==> src/rtl/prog_seq_pkg.sv <==
package prog_seq_pkg;
  localparam logic [7:0] SYNC_BYTE = 8'h53;

  typedef enum logic [2:0] {
    ST_IDLE,
    ST_PULSE,
    ST_WAIT,
    ST_SEND,
    ST_CHECK,
    ST_DONE,
    ST_FAIL,
    ST_REL
  } seq_state_t;
endpackage

==> src/rtl/seq_timer.sv <==
module seq_timer #(
  parameter int W = 8
) (
  input  logic         clk,
  input  logic         rst,
  input  logic         load,
  input  logic [W-1:0] val,
  output logic         zero
);
  logic [W-1:0] cnt_q;

  always_ff @(posedge clk) begin
    if (rst)              cnt_q <= '0;
    else if (load)        cnt_q <= val;
    else if (cnt_q != '0) cnt_q <= cnt_q - 1'b1;
  end

  assign zero = (cnt_q == '0);
endmodule

==> src/rtl/spi_byte_shift.sv <==
module spi_byte_shift #(
  parameter int HALF = 4
) (
  input  logic       clk,
  input  logic       rst,
  input  logic       start,
  input  logic [7:0] din,
  input  logic       miso,
  output logic       sck,
  output logic       mosi,
  output logic       busy,
  output logic       done,
  output logic [7:0] rx
);
  localparam int CW = (HALF > 1) ? $clog2(HALF) : 1;
  localparam logic [CW-1:0] CLAST = CW'(HALF - 1);

  logic [CW-1:0] cnt_q;
  logic [2:0]    bit_q;
  logic [7:0]    tx_q;

  always_ff @(posedge clk) begin
    if (rst) begin
      cnt_q <= '0;
      bit_q <= '0;
      tx_q  <= '0;
      rx    <= '0;
      sck   <= 1'b0;
      busy  <= 1'b0;
      done  <= 1'b0;
    end else begin
      done <= 1'b0;
      if (!busy) begin
        if (start) begin
          tx_q  <= din;
          busy  <= 1'b1;
          cnt_q <= '0;
          bit_q <= '0;
          sck   <= 1'b0;
        end
      end else if (cnt_q == CLAST) begin
        cnt_q <= '0;
        if (!sck) begin
          sck <= 1'b1;
          rx  <= {rx[6:0], miso};
        end else begin
          sck  <= 1'b0;
          tx_q <= {tx_q[6:0], 1'b0};
          if (bit_q == 3'd7) begin
            busy <= 1'b0;
            done <= 1'b1;
          end else begin
            bit_q <= bit_q + 1'b1;
          end
        end
      end else begin
        cnt_q <= cnt_q + 1'b1;
      end
    end
  end

  assign mosi = tx_q[7];

  // data to the target only moves while the clock is low
  a_r4_mosi_hold: assert property (@(posedge clk) disable iff (rst)
    sck |-> $stable(mosi));
endmodule

==> src/rtl/prog_entry_seq.sv <==
module prog_entry_seq
  import prog_seq_pkg::*;
#(
  parameter int         CLK_HZ    = 50_000_000,
  parameter int         WAIT_MS   = 20,
  parameter int         PULSE_CYC = 8,
  parameter int         SCK_HALF  = 25,
  parameter int         MAX_TRIES = 4,
  parameter logic [7:0] OP0       = 8'hAC,
  parameter logic [7:0] OP2       = 8'h00,
  parameter logic [7:0] OP3       = 8'h00
) (
  input  logic clk,
  input  logic rst,
  input  logic start,
  input  logic end_session,
  input  logic miso,
  output logic sck,
  output logic mosi,
  output logic tgt_rst,
  output logic done,
  output logic fail
);
  localparam int WAIT_CYC = CLK_HZ / 1000 * WAIT_MS;
  localparam int TMAX     = (WAIT_CYC > PULSE_CYC) ? WAIT_CYC : PULSE_CYC;
  localparam int TW       = $clog2(TMAX + 1);
  localparam int NW       = (MAX_TRIES > 1) ? $clog2(MAX_TRIES) : 1;
  localparam logic [TW-1:0] PULSE_LD = TW'(PULSE_CYC - 1);
  localparam logic [TW-1:0] WAIT_LD  = TW'(WAIT_CYC - 1);
  localparam logic [NW-1:0] TRY_LAST = NW'(MAX_TRIES - 1);

  seq_state_t    state_q, state_n;
  logic [1:0]    idx_q, idx_n;
  logic [NW-1:0] tries_q;
  logic [7:0]    echo_q;
  logic          t_load, t_zero;
  logic [TW-1:0] t_val;
  logic          sh_start, sh_busy, sh_done;
  logic [7:0]    sh_byte, sh_rx;

  seq_timer #(.W(TW)) u_timer (
    .clk(clk), .rst(rst), .load(t_load), .val(t_val), .zero(t_zero)
  );

  spi_byte_shift #(.HALF(SCK_HALF)) u_shift (
    .clk(clk), .rst(rst), .start(sh_start), .din(sh_byte), .miso(miso),
    .sck(sck), .mosi(mosi), .busy(sh_busy), .done(sh_done), .rx(sh_rx)
  );

  always_comb begin
    case (idx_n)
      2'd0:    sh_byte = OP0;
      2'd1:    sh_byte = SYNC_BYTE;
      2'd2:    sh_byte = OP2;
      default: sh_byte = OP3;
    endcase
  end

  always_comb begin
    state_n  = state_q;
    idx_n    = idx_q;
    t_load   = 1'b0;
    t_val    = PULSE_LD;
    sh_start = 1'b0;
    case (state_q)
      ST_IDLE, ST_REL: if (start) begin
        state_n = ST_PULSE;
        t_load  = 1'b1;
      end
      ST_PULSE: if (t_zero) begin
        state_n = ST_WAIT;
        t_load  = 1'b1;
        t_val   = WAIT_LD;
      end
      ST_WAIT: if (t_zero) begin
        state_n  = ST_SEND;
        idx_n    = 2'd0;
        sh_start = 1'b1;
      end
      ST_SEND: if (sh_done) begin
        if (idx_q == 2'd3) state_n = ST_CHECK;
        else begin
          idx_n    = idx_q + 2'd1;
          sh_start = 1'b1;
        end
      end
      ST_CHECK: begin
        if (echo_q == SYNC_BYTE)     state_n = ST_DONE;
        else if (tries_q == TRY_LAST) state_n = ST_FAIL;
        else begin
          state_n = ST_PULSE;
          t_load  = 1'b1;
        end
      end
      ST_DONE, ST_FAIL: if (end_session) state_n = ST_REL;
      default: state_n = ST_IDLE;
    endcase
  end

  always_ff @(posedge clk) begin
    if (rst) begin
      state_q <= ST_IDLE;
      idx_q   <= '0;
      tries_q <= '0;
      echo_q  <= '0;
      tgt_rst <= 1'b0;
      done    <= 1'b0;
      fail    <= 1'b0;
    end else begin
      state_q <= state_n;
      idx_q   <= idx_n;
      tgt_rst <= (state_n == ST_PULSE) || (state_n == ST_REL);
      if ((state_q == ST_IDLE || state_q == ST_REL) && start) begin
        tries_q <= '0;
        done    <= 1'b0;
        fail    <= 1'b0;
      end else begin
        if (state_n == ST_DONE) done <= 1'b1;
        if (state_n == ST_FAIL) fail <= 1'b1;
      end
      if (state_q == ST_CHECK && state_n == ST_PULSE) tries_q <= tries_q + 1'b1;
      if (state_q == ST_SEND && sh_done && idx_q == 2'd2) echo_q <= sh_rx;
    end
  end

  // the two result flags exclude each other
  a_r10_flags_exclusive: assert property (@(posedge clk) disable iff (rst)
    !(done && fail));
  // clock quiet while reset pin is high
  a_r10_quiet_in_reset: assert property (@(posedge clk) disable iff (rst)
    tgt_rst |-> !sck);
  // serial clock only toggles inside the frame state
  a_r4_sck_in_frame: assert property (@(posedge clk) disable iff (rst)
    (state_q != ST_SEND) |-> !sck);
  // a new byte is never started over a running one
  a_r4_start_when_free: assert property (@(posedge clk) disable iff (rst)
    sh_start |-> !sh_busy);
  // success only on a matching echo
  a_r5_done_on_match: assert property (@(posedge clk) disable iff (rst)
    $rose(done) |-> (echo_q == SYNC_BYTE));
  // failure only on a mismatching echo, attempt count bounded
  a_r8_fail_on_mismatch: assert property (@(posedge clk) disable iff (rst)
    $rose(fail) |-> (echo_q != SYNC_BYTE));
  a_r8_tries_bound: assert property (@(posedge clk) disable iff (rst)
    tries_q <= TRY_LAST);
endmodule

==> config.mk <==
export PLATFORM = sky130hd
export DESIGN_NAME = prog_entry_seq
export DESIGN_NICKNAME = d
export VERILOG_FILES = /design/src/rtl/prog_seq_pkg.sv /design/src/rtl/seq_timer.sv /design/src/rtl/spi_byte_shift.sv /design/src/rtl/prog_entry_seq.sv
export SDC_FILE = /design/constraint.sdc
export NUM_CORES = 1
export LEC_CHECK = 0
export ABC_AREA = 1
export BUFFER_PORTS_ARGS = -buffer_cell sky130_fd_sc_hd__buf_2
export CAP_MARGIN = 40
export CORE_MARGIN = 10
export CORE_UTILIZATION = 49
export CTS_CLUSTER_DIAMETER = 40
export CTS_CLUSTER_SIZE = 40
export DETAILED_ROUTE_END_ITERATION = 10
export PLACE_DENSITY = 0.69
export REMOVE_ABC_BUFFERS = 1
export SYNTH_ARGS = -nofsm -noshare
export SYNTH_HDL_FRONTEND = slang
export SYNTH_SLANG_ARGS = --single-unit
==> constraint.sdc <==
create_clock -name clk -period 1.87 [get_ports clk]
set_input_delay 0.374 -clock clk [delete_from_list [all_inputs] [get_ports clk]]
set_output_delay 0.374 -clock clk [all_outputs]
set_load 0.01 [all_outputs]
==> flow_summary.html <==
<table>
<tr><th>Metric</th><th>Value</th></tr>
<tr><th colspan="2">Yosys</th></tr>
<tr><td>Cell Area, Synth</td><td>3290 um^2</td></tr>
<tr><td>Number of distinct library cell variants in the gate-level netlist after synthesis</td><td>33</td></tr>
<tr><td>Most common cell in the synthesized netlist</td><td>sky130_fd_sc_hd__nand2_1</td></tr>
<tr><td>Most numerous cell types in the synthesized netlist</td><td>sky130_fd_sc_hd__nand2_1 (92), sky130_fd_sc_hd__nor2_1 (77), sky130_fd_sc_hd__dfxtp_1 (65), sky130_fd_sc_hd__inv_1 (49), sky130_fd_sc_hd__a21oi_1 (35)</td></tr>
<tr><td>Number of instances in the synthesized netlist</td><td>~460</td></tr>
<tr><td>Cell types with the largest area share after synthesis</td><td>sky130_fd_sc_hd__dfxtp_1 (40%), sky130_fd_sc_hd__nand2_1 (10%), sky130_fd_sc_hd__nor2_1 (8.8%)</td></tr>
<tr><td>Number of enable-type register cells in the synthesized netlist</td><td>0</td></tr>
<tr><td>Post-synthesis sequential area ratio</td><td>39.5%</td></tr>
<tr><td>Total of warnings raised by yosys</td><td>0</td></tr>
<tr><td>Syn avg cell area</td><td>7.11 um^2</td></tr>
<tr><td>Synth top area share</td><td>about two fifths</td></tr>
<tr><td>Top cell type by total area after synthesis</td><td>sky130_fd_sc_hd__dfxtp_1</td></tr>
<tr><td>Asr flop ratio synth</td><td>0%</td></tr>
<tr><td>Most frequently used flop master after synthesis</td><td>sky130_fd_sc_hd__dfxtp_1</td></tr>
<tr><td>Flip-flop and latch count after synthesis</td><td>65</td></tr>
<tr><th colspan="2">Power</th></tr>
<tr><td>Clk network pwr share</td><td>about a fifth</td></tr>
<tr><td>Internal Power</td><td>3.36 mW</td></tr>
<tr><td>Net Sw Power</td><td>2.83 mW</td></tr>
<tr><td>Combinational fraction of design power</td><td>50.9%</td></tr>
<tr><td>Sum of internal, switching and leakage power</td><td>approximately 6.2 mW</td></tr>
<tr><td>Pleak</td><td>1.64 nW</td></tr>
<tr><td>Pwr per Cell Area</td><td>1680 nW/um^2</td></tr>
<tr><td>Maximum vdd ir drop</td><td>between 0.6 and 0.7 mV</td></tr>
<tr><td>Switching part of the total power</td><td>45.7%</td></tr>
<tr><td>Sequential group share of total power</td><td>30.1%</td></tr>
<tr><th colspan="2">Clock network</th></tr>
<tr><td>Clk Tree Root Cell</td><td>sky130_fd_sc_hd__clkbuf_8</td></tr>
<tr><td>Insertion delay of the later-clocked pin in the worst-skew pair</td><td>roughly 0.35 ns</td></tr>
<tr><td>Total clock buffers created by CTS</td><td>9</td></tr>
<tr><td>Clock tree buffer depth</td><td>2</td></tr>
<tr><td>Depth of the CTS H-tree</td><td>3</td></tr>
<tr><td>Clock-pin slew reported for the worst setup and hold paths after clock tree synthesis</td><td>roughly 0.070 ns</td></tr>
<tr><td>Number of clock sinks</td><td>65</td></tr>
<tr><td>TritonCTS clock tree</td><td>built</td></tr>
<tr><th colspan="2">Detailed routing</th></tr>
<tr><td>Number of DRC markers after the initial detailed-route iteration</td><td>~110</td></tr>
<tr><td>Via count</td><td>2871</td></tr>
<tr><td>Sum of routed wire length over all layers</td><td>7040 um</td></tr>
<tr><td>Average vias per placed instance</td><td>5.07</td></tr>
<tr><td>Wire length per cell after detailed routing</td><td>around 12 um</td></tr>
<tr><td>Detailed-route DRC error count</td><td>0</td></tr>
<tr><td>DR pass1 iterations</td><td>4</td></tr>
<tr><td>Antenna Violating Nets Remaining</td><td>0</td></tr>
<tr><th colspan="2">Setup path</th></tr>
<tr><td>Largest stage delay on the critical path</td><td>0.43 ns</td></tr>
<tr><td>Reg-to-reg setup timing slack</td><td>0.17 ns</td></tr>
<tr><td>Crit-path most repeated cell</td><td>sky130_fd_sc_hd__nand2_1</td></tr>
<tr><td>Cells along the critical path</td><td>nand2_1, nand2_1, inv_1, a21oi_2, nand2_1, nand2_2, inv_2, nand2_2, inv_2, buf_4, a21oi_2</td></tr>
<tr><td>Type of origin of the critical path</td><td>flip-flop</td></tr>
<tr><td>Buf/Inv on CP</td><td>4</td></tr>
<tr><td>Data arrival time of the critical path</td><td>1.98 ns</td></tr>
<tr><td>Critical path's top delay family</td><td>simple AND/OR/NAND/NOR gates</td></tr>
<tr><td>Cell at the slowest stage of the critical path</td><td>sky130_fd_sc_hd__dfxtp_1</td></tr>
<tr><td>Setup crit end kind</td><td>flip-flop</td></tr>
<tr><td>Critical path peak fanout</td><td>9</td></tr>
<tr><td>Category of the most critical setup path</td><td>flip-flop to flip-flop</td></tr>
<tr><td>Reg-to-reg endpoint</td><td>u_timer.cnt_q[2]</td></tr>
<tr><td>Beginning of the worst register-to-register path</td><td>state_q[1]</td></tr>
<tr><td>Depth of the worst register-to-register path</td><td>11</td></tr>
<tr><td>Required time worst endpoint</td><td>between 2 and 2.5 ns</td></tr>
<tr><th colspan="2">Placed design</th></tr>
<tr><td>Placer's final routability congestion estimate</td><td>between 0.8 and 0.9</td></tr>
<tr><td>Number of I/O port buffers</td><td>9</td></tr>
<tr><td>Total half-perimeter wirelength after legalization and detailed placement</td><td>5050 um</td></tr>
<tr><td>DP Worst Slack</td><td>0.0628 ns</td></tr>
<tr><td>Instance area after placement</td><td>3460 um^2</td></tr>
<tr><th colspan="2">GRT</th></tr>
<tr><td>Vias in the first global route</td><td>2632</td></tr>
<tr><td>Grt total ovfl</td><td>0</td></tr>
<tr><td>First-pass GRT wire length</td><td>11900 um</td></tr>
<tr><td>Global routing usage summed across all routing layers</td><td>approximately 14%</td></tr>
<tr><td>Initial antenna violation count</td><td>0</td></tr>
<tr><td>Pin count of the biggest net entering global routing</td><td>22</td></tr>
<tr><th colspan="2">STA</th></tr>
<tr><td>Final Hold Violating Endpoints</td><td>0</td></tr>
<tr><td>Unrepaired setup endpoints after global routing</td><td>false</td></tr>
<tr><td>Worst slew margin</td><td>69.4%</td></tr>
<tr><td>Hold Worst Slack</td><td>roughly 0.27 ns</td></tr>
<tr><td>Fin worst setup slack</td><td>0.174 ns</td></tr>
<tr><td>Share of the cycle needed by the critical path after routing</td><td>90.7%</td></tr>
<tr><td>Maximum operating frequency</td><td>590 MHz</td></tr>
<tr><td>Tmin final</td><td>1.70 ns</td></tr>
<tr><td>Final number of setup-violating endpoints</td><td>0</td></tr>
<tr><td>Setup TNS</td><td>0 ns</td></tr>
<tr><td>Fin. max-slew vios</td><td>0</td></tr>
<tr><td>Clock skew after layout</td><td>0.00665 ns</td></tr>
<tr><td>Slew @ Worst Pin</td><td>0.455 ns</td></tr>
<tr><th colspan="2">Final layout</th></tr>
<tr><td>Area Overhead vs Synth</td><td>12.1%</td></tr>
<tr><td>Layout cells sized above 1</td><td>18.0%</td></tr>
<tr><td>Cell area after layout</td><td>3690 um^2</td></tr>
<tr><td>Layout net count</td><td>between 400 and 500</td></tr>
<tr><td>Number of filler cells placed in the layout</td><td>622</td></tr>
<tr><td>Number of diodes added for antenna fixing</td><td>0</td></tr>
<tr><th colspan="2">Die</th></tr>
<tr><td>Floorplan die area</td><td>10400 um^2</td></tr>
<tr><td>IO Pins</td><td>10</td></tr>
<tr><td>Die H</td><td>around 100 um</td></tr>
<tr><td>Total number of placement rows</td><td>29</td></tr>
<tr><td>Initial Util</td><td>~50%</td></tr>
<tr><td>Overall die width</td><td>102 um</td></tr>
<tr><td>Core Footprint</td><td>6420 um^2</td></tr>
<tr><th colspan="2">Run</th></tr>
<tr><td>Max-cap violation count</td><td>0</td></tr>
<tr><th colspan="2">Status</th></tr>
<tr><td>Result of the run</td><td>complete, no violations</td></tr>
<tr><th colspan="2">Hold path</th></tr>
<tr><td>Destination of the worst hold path</td><td>u_shift.rx[0]</td></tr>
<tr><td>Worst hold path depth</td><td>3</td></tr>
<tr><td>Hold Crit Start</td><td>miso</td></tr>
<tr><td>Class of the worst hold path</td><td>input pin to flip-flop</td></tr>
</table>
==> worst min-delay path, delay by kind of cell <==
kind,cells,cell delay (ns)
buf+inv,1,0.07
simple gates,1,0.07
compound gates,1,0.07
==> metal layers <==
layer	part of all wire [%]	up-vias	GRT usage, %
met5	0	-	0
met4	1.8	0	6.18
met3	3.3	12	3.98
met2	50	41	24.7
met1	45	1305	16.4
li1	-	1513	-
==> cells in the final DEF (no fill, tap or decap), types with 9 or more instances in the layout <==
cell type	instances
sky130_fd_sc_hd__nor2_2	11
sky130_fd_sc_hd__buf_2	9
sky130_fd_sc_hd__nand3_1	13
sky130_fd_sc_hd__clkbuf_8	9
sky130_fd_sc_hd__inv_1	48
sky130_fd_sc_hd__inv_2	9
sky130_fd_sc_hd__nor2_1	76
sky130_fd_sc_hd__buf_4	10
sky130_fd_sc_hd__dfxtp_1	65
sky130_fd_sc_hd__o21ai_0	27
sky130_fd_sc_hd__xor2_1	12
sky130_fd_sc_hd__nand2_1	91
sky130_fd_sc_hd__a21oi_1	34
==> through the flow <==
step / std cells / utilization, %
2_1_floorplan: 454 / -
3_3_place_gp: 550 / 53.8
3_5_place_dp: 550 / 53.8
4_1_cts: 566 / 56.9
5_1_grt: 566 / 57.5
6_report: 566 / 57.5
==> power by group through the flow <==
stage	registers [mW]	logic [mW]	clock network [mW]
2_1_floorplan	1.85	2.41	0
3_3_place_gp	1.88	2.98	0
3_5_place_dp	1.89	3.02	0
4_1_cts	1.86	3.06	1.21
5_1_grt	1.90	3.54	1.27
6_report	1.86	3.15	1.18
==> what timing repair did <==
action | CTS | global route
setup buffers | 0 | 0
hold buffers | 0 | 0
setup endpoints to repair | 0 | 26
resized for setup | 0 | 9
endpoints found under the hold margin | 0 | 0
==> how the worst max path moves through the flow <==
stage,start,slack (ns),cells after the start,to
2_1_floorplan,u_timer.cnt_q[0],0.22,11,u_timer.cnt_q[6]
3_5_place_dp,u_timer.cnt_q[0],0.06,11,u_timer.cnt_q[6]
4_1_cts,u_timer.cnt_q[0],0.04,11,u_timer.cnt_q[6]
5_1_grt,state_q[1],0.0007,11,u_timer.cnt_q[2]
6_report,state_q[1],0.17,11,u_timer.cnt_q[2]
3_3_place_gp,u_timer.cnt_q[0],0.12,11,u_timer.cnt_q[8]
==> sequential cells by signal, indices dropped and copies added (netlist names), 2 cells and up <==
register and cells:
echo_q 8, idx_q 2, state_q 3, tries_q 2, u_shift.bit_q 3, u_shift.cnt_q 5, u_shift.rx 8, u_shift.tx_q 8
u_timer.cnt_q 20
==> cell families after synthesis <==
kind of cell	synth area share, %
xor gates and xnor gates	4.26
AOI/OAI and AO/OA	13.0
adders and majority gates	2.28
DFF	39.5
buffers and inverters	8.02
and+or+nand+nor	32.9
==> area by class of cell <==
| class | count | area [um^2] | share of cell area (%) |
|---|---|---|---|
| Clock buffer | 9 | 124 | 3.36 |
| Clock inverter | 7 | 71.3 | 1.93 |
| Inverter | 57 | 214 | 5.80 |
| Multi-Input combinational cell | 332 | 1760 | 47.8 |
| Sequential cell | 65 | 1300 | 35.3 |
| Tap cell | 77 | 96.3 | 2.61 |
| Timing Repair Buffer | 19 | 120 | 3.26 |
(Power assumes the default switching activity.)
